===== src/rtl/ladder_rd_pkg.sv =====
package ladder_rd_pkg;

   typedef enum logic [2:0] {
      ST_IDLE,
      ST_HDR,
      ST_READ,
      ST_GAP,
      ST_TRL
   } seq_state_t;

   function automatic int unsigned clog2_min1(input int unsigned v);
      return (v <= 1) ? 1 : $clog2(v);
   endfunction

endpackage


===== src/rtl/ladder_chip_sel.sv =====
module ladder_chip_sel #(
   parameter int unsigned N_CHIPS = 8,
   parameter int unsigned IDX_W   = 3
) (
   input  logic               en_i,
   input  logic [IDX_W-1:0]   idx_i,
   output logic [N_CHIPS-1:0] sel_o
);
   for (genvar g = 0; g < N_CHIPS; g++) begin : g_sel
      assign sel_o[g] = en_i && (idx_i == IDX_W'(g));
   end
endmodule


===== src/rtl/ladder_frame_acc.sv =====
module ladder_frame_acc #(
   parameter int unsigned W = 32
) (
   input  logic           clk,
   input  logic           rst_n,
   input  logic           clr_i,
   input  logic           beat_i,
   input  logic [W-1:0]   data_i,
   output logic [W/2-1:0] count_o,
   output logic [W/2-1:0] fold_o
);
   localparam int unsigned H = W / 2;

   logic [W-1:0] xacc_q;
   logic [H-1:0] cnt_q;

   always_ff @(posedge clk) begin
      if (!rst_n || clr_i) begin
         xacc_q <= '0;
         cnt_q  <= '0;
      end else if (beat_i) begin
         xacc_q <= xacc_q ^ data_i;
         cnt_q  <= cnt_q + 1'b1;
      end
   end

   for (genvar b = 0; b < H; b++) begin : g_fold
      assign fold_o[b] = xacc_q[b] ^ xacc_q[b+H];
   end

   assign count_o = cnt_q;
endmodule


===== src/rtl/ladder_start_queue.sv =====
module ladder_start_queue #(
   parameter int unsigned PEND_W = 4
) (
   input  logic clk,
   input  logic rst_n,
   input  logic push_i,
   input  logic pop_i,
   output logic pend_o
);
   logic [PEND_W-1:0] level_q;

   always_ff @(posedge clk) begin
      if (!rst_n) begin
         level_q <= '0;
      end else if (push_i && !pop_i) begin
         if (level_q != '1) level_q <= level_q + 1'b1;
      end else if (pop_i && !push_i) begin
         level_q <= level_q - 1'b1;
      end
   end

   assign pend_o = (level_q != '0);

   AST_POP_NEEDS_ENTRY: assert property (@(posedge clk) disable iff (!rst_n)
      pop_i |-> (level_q != '0));
endmodule


===== src/rtl/ladder_readout_seq.sv =====
module ladder_readout_seq
   import ladder_rd_pkg::*;
#(
   parameter int unsigned N_CHIPS = 8,
   parameter int unsigned ROWS    = 256,
   parameter int unsigned BUS_W   = 32,
   parameter int unsigned PEND_W  = 4,
   parameter int unsigned HDR_TAG = 32'h0000_A5C3
) (
   input  logic               clk,
   input  logic               rst_n,
   input  logic               start_i,
   input  logic [BUS_W-1:0]   bus_data_i,
   output logic [N_CHIPS-1:0] chip_sel_o,
   output logic               rd_en_o,
   output logic               m_valid_o,
   input  logic               m_ready_i,
   output logic [BUS_W-1:0]   m_data_o,
   output logic               m_sof_o,
   output logic               m_eoc_o,
   output logic               m_eoe_o
);
   localparam int unsigned IDX_W  = clog2_min1(N_CHIPS);
   localparam int unsigned ROW_W  = clog2_min1(ROWS);
   localparam int unsigned HALF_W = BUS_W / 2;
   localparam int unsigned WORDS  = N_CHIPS * ROWS;
   localparam logic [IDX_W-1:0] LAST_CHIP = IDX_W'(N_CHIPS - 1);
   localparam logic [ROW_W-1:0] LAST_ROW  = ROW_W'(ROWS - 1);

   if (BUS_W < 4 || (BUS_W % 2) != 0) begin : g_bad_bus
      $error("BUS_W must be even and at least 4");
   end
   if (N_CHIPS < 1 || ROWS < 2) begin : g_bad_geom
      $error("need at least one chip and two rows");
   end
   if ((WORDS >> HALF_W) != 0) begin : g_bad_count
      $error("word count does not fit the trailer count field");
   end
   if (PEND_W < 1) begin : g_bad_pend
      $error("PEND_W must be at least 1");
   end

   seq_state_t        state_q, state_d;
   logic [ROW_W-1:0]  row_q, row_d;
   logic [IDX_W-1:0]  chip_q, chip_d;
   logic [HALF_W-1:0] evt_q;
   logic              beat, pend, push, pop;
   logic [HALF_W-1:0] acc_cnt, acc_fold;

   assign beat = m_valid_o && m_ready_i;
   assign pop  = (state_q == ST_IDLE) && pend;
   assign push = start_i && !((state_q == ST_IDLE) && !pend);

   ladder_start_queue #(.PEND_W(PEND_W)) u_queue (
      .clk(clk), .rst_n(rst_n), .push_i(push), .pop_i(pop), .pend_o(pend));

   ladder_chip_sel #(.N_CHIPS(N_CHIPS), .IDX_W(IDX_W)) u_sel (
      .en_i(state_q == ST_READ), .idx_i(chip_q), .sel_o(chip_sel_o));

   ladder_frame_acc #(.W(BUS_W)) u_acc (
      .clk(clk), .rst_n(rst_n), .clr_i(state_q == ST_HDR),
      .beat_i(beat && (state_q == ST_READ)), .data_i(bus_data_i),
      .count_o(acc_cnt), .fold_o(acc_fold));

   always_comb begin
      state_d = state_q;
      row_d   = row_q;
      chip_d  = chip_q;
      unique case (state_q)
         ST_IDLE: if (start_i || pend) state_d = ST_HDR;
         ST_HDR: if (beat) begin
            state_d = ST_READ;
            row_d   = '0;
            chip_d  = '0;
         end
         ST_READ: if (beat) begin
            if (row_q == LAST_ROW) begin
               row_d = '0;
               if (chip_q == LAST_CHIP) begin
                  state_d = ST_TRL;
               end else begin
                  state_d = ST_GAP;
                  chip_d  = chip_q + 1'b1;
               end
            end else begin
               row_d = row_q + 1'b1;
            end
         end
         ST_GAP:  state_d = ST_READ;
         ST_TRL:  if (beat) state_d = ST_IDLE;
         default: state_d = ST_IDLE;
      endcase
   end

   always_ff @(posedge clk) begin
      if (!rst_n) begin
         state_q <= ST_IDLE;
         row_q   <= '0;
         chip_q  <= '0;
         evt_q   <= '0;
      end else begin
         state_q <= state_d;
         row_q   <= row_d;
         chip_q  <= chip_d;
         if (state_q == ST_TRL && beat) evt_q <= evt_q + 1'b1;
      end
   end

   always_comb begin
      unique case (state_q)
         ST_HDR:  m_data_o = {HALF_W'(HDR_TAG), evt_q};
         ST_READ: m_data_o = bus_data_i;
         ST_TRL:  m_data_o = {acc_cnt, acc_fold};
         default: m_data_o = '0;
      endcase
   end

   assign m_valid_o = (state_q == ST_HDR) || (state_q == ST_READ) || (state_q == ST_TRL);
   assign rd_en_o   = (state_q == ST_READ) && m_ready_i;
   assign m_sof_o   = (state_q == ST_HDR);
   assign m_eoc_o   = (state_q == ST_READ) && (row_q == LAST_ROW);
   assign m_eoe_o   = (state_q == ST_TRL);

   AST_SEL_ONEHOT0: assert property (@(posedge clk) disable iff (!rst_n)
      $onehot0(chip_sel_o));
   AST_EN_GATED: assert property (@(posedge clk) disable iff (!rst_n)
      rd_en_o |-> (m_ready_i && (chip_sel_o != '0)));
   AST_STALL_FREEZE: assert property (@(posedge clk) disable iff (!rst_n)
      (state_q == ST_READ && !m_ready_i) |=> ($stable(row_q) && $stable(chip_sel_o)));
   AST_NO_DIRECT_SWAP: assert property (@(posedge clk) disable iff (!rst_n)
      (($past(chip_sel_o) != '0) && (chip_sel_o != '0)) |-> (chip_sel_o == $past(chip_sel_o)));
   AST_DESELECT_AT_END: assert property (@(posedge clk) disable iff (!rst_n)
      (($past(chip_sel_o) != '0) && (chip_sel_o == '0)) |-> $past(m_eoc_o && m_ready_i));
   AST_FRAME_HOLD: assert property (@(posedge clk) disable iff (!rst_n)
      (m_valid_o && !m_ready_i && state_q != ST_READ) |=> (m_valid_o && $stable(m_data_o)));
endmodule


===== config.mk =====
export PLATFORM = sky130hd
export DESIGN_NAME = ladder_readout_seq
export DESIGN_NICKNAME = d
export VERILOG_FILES = /design/src/rtl/ladder_rd_pkg.sv /design/src/rtl/ladder_chip_sel.sv /design/src/rtl/ladder_frame_acc.sv /design/src/rtl/ladder_start_queue.sv /design/src/rtl/ladder_readout_seq.sv
export SDC_FILE = /design/constraint.sdc
export NUM_CORES = 1
export LEC_CHECK = 0
export ABC_CLOCK_PERIOD_IN_PS = 2500
export BUFFER_PORTS_ARGS = -buffer_cell sky130_fd_sc_hd__buf_2
export CAP_MARGIN = 20
export CORE_MARGIN = 8
export CORE_UTILIZATION = 58
export CTS_BUF_LIST = sky130_fd_sc_hd__clkbuf_4
export CTS_CLUSTER_SIZE = 24
export DETAILED_ROUTE_END_ITERATION = 8
export PLACE_DENSITY = 0.93
export SYNTH_ARGS = -nofsm -noshare
export SYNTH_HDL_FRONTEND = slang
export SYNTH_SLANG_ARGS = --single-unit

===== constraint.sdc =====
create_clock -name clk -period 2.5 [get_ports clk]
set_input_delay 0.375 -clock clk [delete_from_list [all_inputs] [get_ports clk]]
set_output_delay 0.375 -clock clk [all_outputs]
set_load 0.01 [all_outputs]

**Word level (Yosys, flattened, before mapping)**

Cells that the tools add are included.
Widths: inputs -> output; s select.

- Register bits after elaboration: 82
- Input bits: 36

- Add/sub/neg operators: 6
- Equality and inequality tests: 20
- Multiplexer cells: 19
- Bitwise operators: 17
- Reductions and logical operators: 36

Operators with widths:

| operator | number |
|---|---|
| $pmux 32 s3 | 1 |
| $add 16x1->16 const B | 2 |
| $xor 32x32->32 | 1 |
| $mux 3 | 9 |
| $mux 8 | 3 |
| $logic_and 1x1->1 | 18 |
| $pmux 8 s2 | 1 |
| $xor 1x1->1 | 16 |
| $eq 3x3->1 const B | 5 |
| $pmux 3 s5 | 1 |
| $eq 3x2->1 const B | 4 |
| $mux 4 | 3 |
| $ne 2x2->1 const B | 5 |
| $reduce_and 5->1 | 2 |
| $add 8x1->8 const B | 1 |
| $eq 8x8->1 const B | 1 |
| $eq 3x1->1 const B | 2 |
| $logic_not 3->1 | 2 |
| $pmux 3 s2 | 1 |
| $logic_not 1->1 | 5 |
| $add 4x1->4 const B | 1 |
| $logic_or 1x1->1 | 4 |
| $ne 2x1->1 const B | 2 |
| $ne 4x4->1 const B | 1 |
| 6 further kinds | 7 |

**Depth between registers and ports, before layout**

- Word-level depth: 9
- Depth in mapped cells: 9
- Gate-level depth less buffers: 8

**Cells and area by module**

From an unflattened synthesis, not the netlist that was laid out.

- Cell total of the unflattened synthesis: 556
- Area total of the unflattened synthesis: 4536.9 sq um

Modules (own cells, without submodules):

| module | instances | cells an instance | area each (sq um) |
|---|---|---|---|
| ladder_readout_seq | 1 | 286 | 2080.7 |
| ladder_frame_acc | 1 | 233 | 2072.0 |
| ladder_start_queue | 1 | 29 | 287.8 |
| ladder_chip_sel | 1 | 8 | 96.3 |

**Least setup slack after synthesis**

Ideal clock, no wire load.

- Kind: flip-flop to flip-flop
- From: register state_q[2]
- To: register u_queue.level_q[3]
- Library setup time: 0.119 ns
- Data arrival time: 1.873 ns
- Data required time: 2.381 ns
- Path slack: 0.508 ns
- Stages on the path, launching flop included: 10
- Clock period less this slack: 1.992 ns
- Cell sequence: dfxtp_1 -> buf_6 -> or3_4 -> nand2_1 -> ha_1 -> a21o_1 -> a21oi_1 -> xnor2_1 -> a21o_1 -> a21oi_1

- Longest elaborated chain between the ends: 8
- Elaborated cells on any way between the ends: 13

Ends and longest elaborated chain:

| what | RTL line | text |
|---|---|---|
| start, declared | ladder_readout_seq.sv:43 | `seq_state_t state_q, state_d;` |
| start signal, assigned | ladder_readout_seq.sv:102 | `state_q <= state_d;` |
| $logic_not 3->1 (*) | ladder_readout_seq.sv:51, ladder_readout_seq.sv:52 |  |
| $logic_and 1x1->1 | ladder_readout_seq.sv:52 | `assign push = start_i && !((state_q == ST_IDLE) && !pend);` |
| $logic_not 1->1 | ladder_readout_seq.sv:52 |  |
| $logic_and 1x1->1 | ladder_readout_seq.sv:52 |  |
| $logic_not 1->1 | ladder_start_queue.sv:17 | `end else if (pop_i && !push_i) begin` |
| $logic_and 1x1->1 | ladder_start_queue.sv:17 |  |
| $reduce_bool 2->1 (no source line) | - |  |
| $reduce_and 2->1 (no source line) | - |  |
| end signal, assigned | ladder_start_queue.sv:16 | `if (level_q != '1) level_q <= level_q + 1'b1;` |
| end signal, assigned | ladder_start_queue.sv:18 | `level_q <= level_q - 1'b1;` |
| end, declared | ladder_start_queue.sv:10 | `logic [PEND_W-1:0] level_q;` |

Mark *: on every way between the ends. The rest lies on a longest branch, timed or not.
A chain may end at the register's enable or synchronous reset.

**Worst setup path in the final report**

- From: register state_q[0]
- To: output m_data_o[1]

- Longest elaborated chain between the ends: 2
- Elaborated cells on any way between the ends: 4

Ends and longest elaborated chain:

| what | RTL line | text |
|---|---|---|
| $eq 3x3->1 (tied with other cells) | ladder_readout_seq.sv:110 | `unique case (state_q)` |
| $pmux 32 s3 (*) | ladder_readout_seq.sv:110 |  |
| end, declared | ladder_readout_seq.sv:18 | `output logic [BUS_W-1:0] m_data_o,` |

Marks and branches as above.

==> results.tsv <==
metric	value	unit
tns	0	ns
grt_pass1_wl	19100	um
cts_tree	yes	
slowest_delay	0.55	ns
grt_util_met2	39.0	%
gp_congestion	0.933	
crit_path_end_kind	primary output	
synth_cell_type_count	47	
routed_wl	11500	um
slew_violations	0	
antennaDiodeCount	0	
worst_slew_pin_slew	0.662	ns
ys_warn_count	0	
crit_path_max_fanout	18	
seq_area_frac_synth	38.1	%
ant_nets	0	
min_path_cells	4	
fmax	423	MHz
drive_gt1_share	19.7	%
finalCriticalPeriod	2.36	ns
start_util	59.8	%
coreArea	7210	sq um
synthToLayoutAreaGrowth	14.2	%
synthArstFlopShare	0	%
grtUsageMet3	4.36	%
grt_pass1_vias	4168	
dpl.cell_count	687	
relSlewSlack	55.5	%
worstSetupPathType	reg2out	
postCtsSetupRepairBufs	0	
ys_ff_latch	82	
use_met1	26.6	%
crit_required	2.12	ns
cts_made_buffers	9	
synth-main-ff-cell	dfxtp_1	
h-tree-depth	3	
reg2reg_depth	8	
rows	31	
die_h	102	um
cts_resized	1	
hpwl	8430	um
synth_area	4310	sq um
setup_viol	0	
cts_hold_buf	0	
dr.pass1.iters	5	
drt_iter0_drc	337	
fin_crit_sh	94.5	%
rsz0062_at_grt	no	
maxCapViolCount	0	
hold_viol	0	
leakagePower	1.92	nW
min_path_type	in2reg	
layout_common_cells	dfxtp_1 (81), buf_2 (80), nor2_1 (79), nand2_1 (64), xor2_1 (48)	
avgSynthCellArea	8.20	sq um
outcome	completed	
wl_per_cell	16.4	um
synth_edf_count	0	
power	3.93	mW
overflow	0	
antenna_found_initial	0	
synth_cells	526	
path_cells	nor2b_2, buf_4, a22oi_1, o22ai_1, buf_2	
arrival	1.99	ns
final_cell_count_no_fill	703	
drc_errors	0	
power.density	797	nW/um^2
worstSkewPairLatency	0.44	ns
cts.sinks	82	
cts_buffer_depth	2	
grt-busiest-layer	met2	
peakVddDrop	0.000385	V
startpoint_type	flop	
clkSlewWorstSetupHoldPaths	0.14	ns
fin_util	68.3	%
io_pins	81	
synth.net_count	574	
die-area	10500	sq um
vias	4018	
skew	0.0203	ns
cp_slowest_cell	dfxtp_1	
grt_max_degree	49	
nets	647	
grt.total_usage	23.0	%
io_buffer_count	80	
cts_root_buf	clkbuf_4	
final_common_cell	dfxtp_1	
die_width	102	um
vias_per_cell	5.72	
## per-layer routing
metal | up-vias | wire length [um]
li1 | 1935 | -
met1 | 1849 | 4680
met2 | 199 | 5590
met3 | 35 | 935
met4 | 0 | 344
met5 | - | 0
## kinds of logic after synthesis
kind of cell    after synthesis  share of synthesized area (%)
buf+inv                      40                           3.83
xor+xnor                     82                           16.7
compound gates               93                           13.9
flops                        82                           38.1
fa+ha+maj                    12                           3.66
simple gates                214                           23.2
mux                           3                          0.696
## cell usage after synthesis (2+ instances only)
| master | instances | area share, % |
|---|---|---|
| dfxtp_1 | 82 | 38 |
| nor2_1 | 79 | 6.9 |
| nand2_1 | 64 | 5.6 |
| xor2_1 | 48 | 9.7 |
| xnor2_1 | 34 | 6.9 |
| o21ai_0 | 22 | 2.6 |
| a21oi_1 | 21 | 2.4 |
| clkbuf_1 | 20 | 1.7 |
| a22oi_1 | 17 | 3.0 |
| o22ai_1 | 17 | 2.5 |
| nand3_1 | 14 | 1.6 |
| and3_1 | 12 | 1.7 |
| ha_1 | 11 | 3.2 |
| inv_1 | 10 | 0.87 |
| nand4_1 | 10 | 1.5 |
| nor3_1 | 8 | 0.93 |
| a22o_1 | 6 | 1.2 |
| or3_1 | 4 | 0.58 |
| and2_1 | 3 | 0.44 |
| buf_1 | 3 | 0.26 |
| buf_2 | 3 | 0.35 |
| mux2i_1 | 3 | 0.70 |
| nor2b_1 | 3 | 0.44 |
| nor4_1 | 3 | 0.44 |
| o31ai_1 | 3 | 0.52 |
| a211oi_1 | 2 | 0.35 |
| a21o_1 | 2 | 0.35 |
| and4_1 | 2 | 0.41 |
| nand2b_1 | 2 | 0.29 |
## power by group
| group | leakage [nW] | internal [mW] | switching, mW |
|---|---|---|---|
| registers | 0.663 | 1.40 | 0.124 |
| logic | 1.20 | 0.684 | 1.02 |
| clock network | 0.0604 | 0.216 | 0.476 |
| total | 1.92 | 2.30 | 1.62 |
## registers in the layout, indices dropped and copies added, names as in the netlist
name,flops
chip_q,3
evt_q,16
row_q,8
state_q,3
u_acc.count_o,16
u_acc.xacc_q,32
u_queue.level_q,4
## worst paths after layout
path / start / to / slack, ns
max: state_q[0] / m_data_o[1] / 0.14
min: bus_data_i[5] / u_acc.xacc_q[5] / 0.25
max reg2reg: state_q[0] / u_queue.level_q[3] / 0.36
min reg2reg: evt_q[1] / evt_q[1] / 0.53
## final cells by class
cell class / instances / area, sq um
timing repair buffer: 90 / 479
sequential: 82 / 1640
multi-input combinational: 404 / 2510
clock buffer: 10 / 75.1
inverter: 12 / 48.8
fill: 575 / 2290
clock inverter: 6 / 41.3
tap: 99 / 124
## worst max-delay path, delay by kind of cell, from the launching register on
| kind | cells | cell delay (ns) |
|---|---|---|
| buf+inv | 2 | 0.43 |
| simple gates | 1 | 0.23 |
| compound gates | 2 | 0.34 |
| flops | 1 | 0.55 |
## per-stage QoR
stage	hold slack, ns	area [sq um]	setup slack, ns
after global placement	0.482	4800	0.495
after global routing	0.248	4930	0.00630
final	0.250	4930	0.138
after detailed placement	0.508	4800	0.358
after CTS	0.246	4920	0.0340
after floorplan	0.462	4310	0.508
Note: power is estimated with default switching activity, not from simulation.
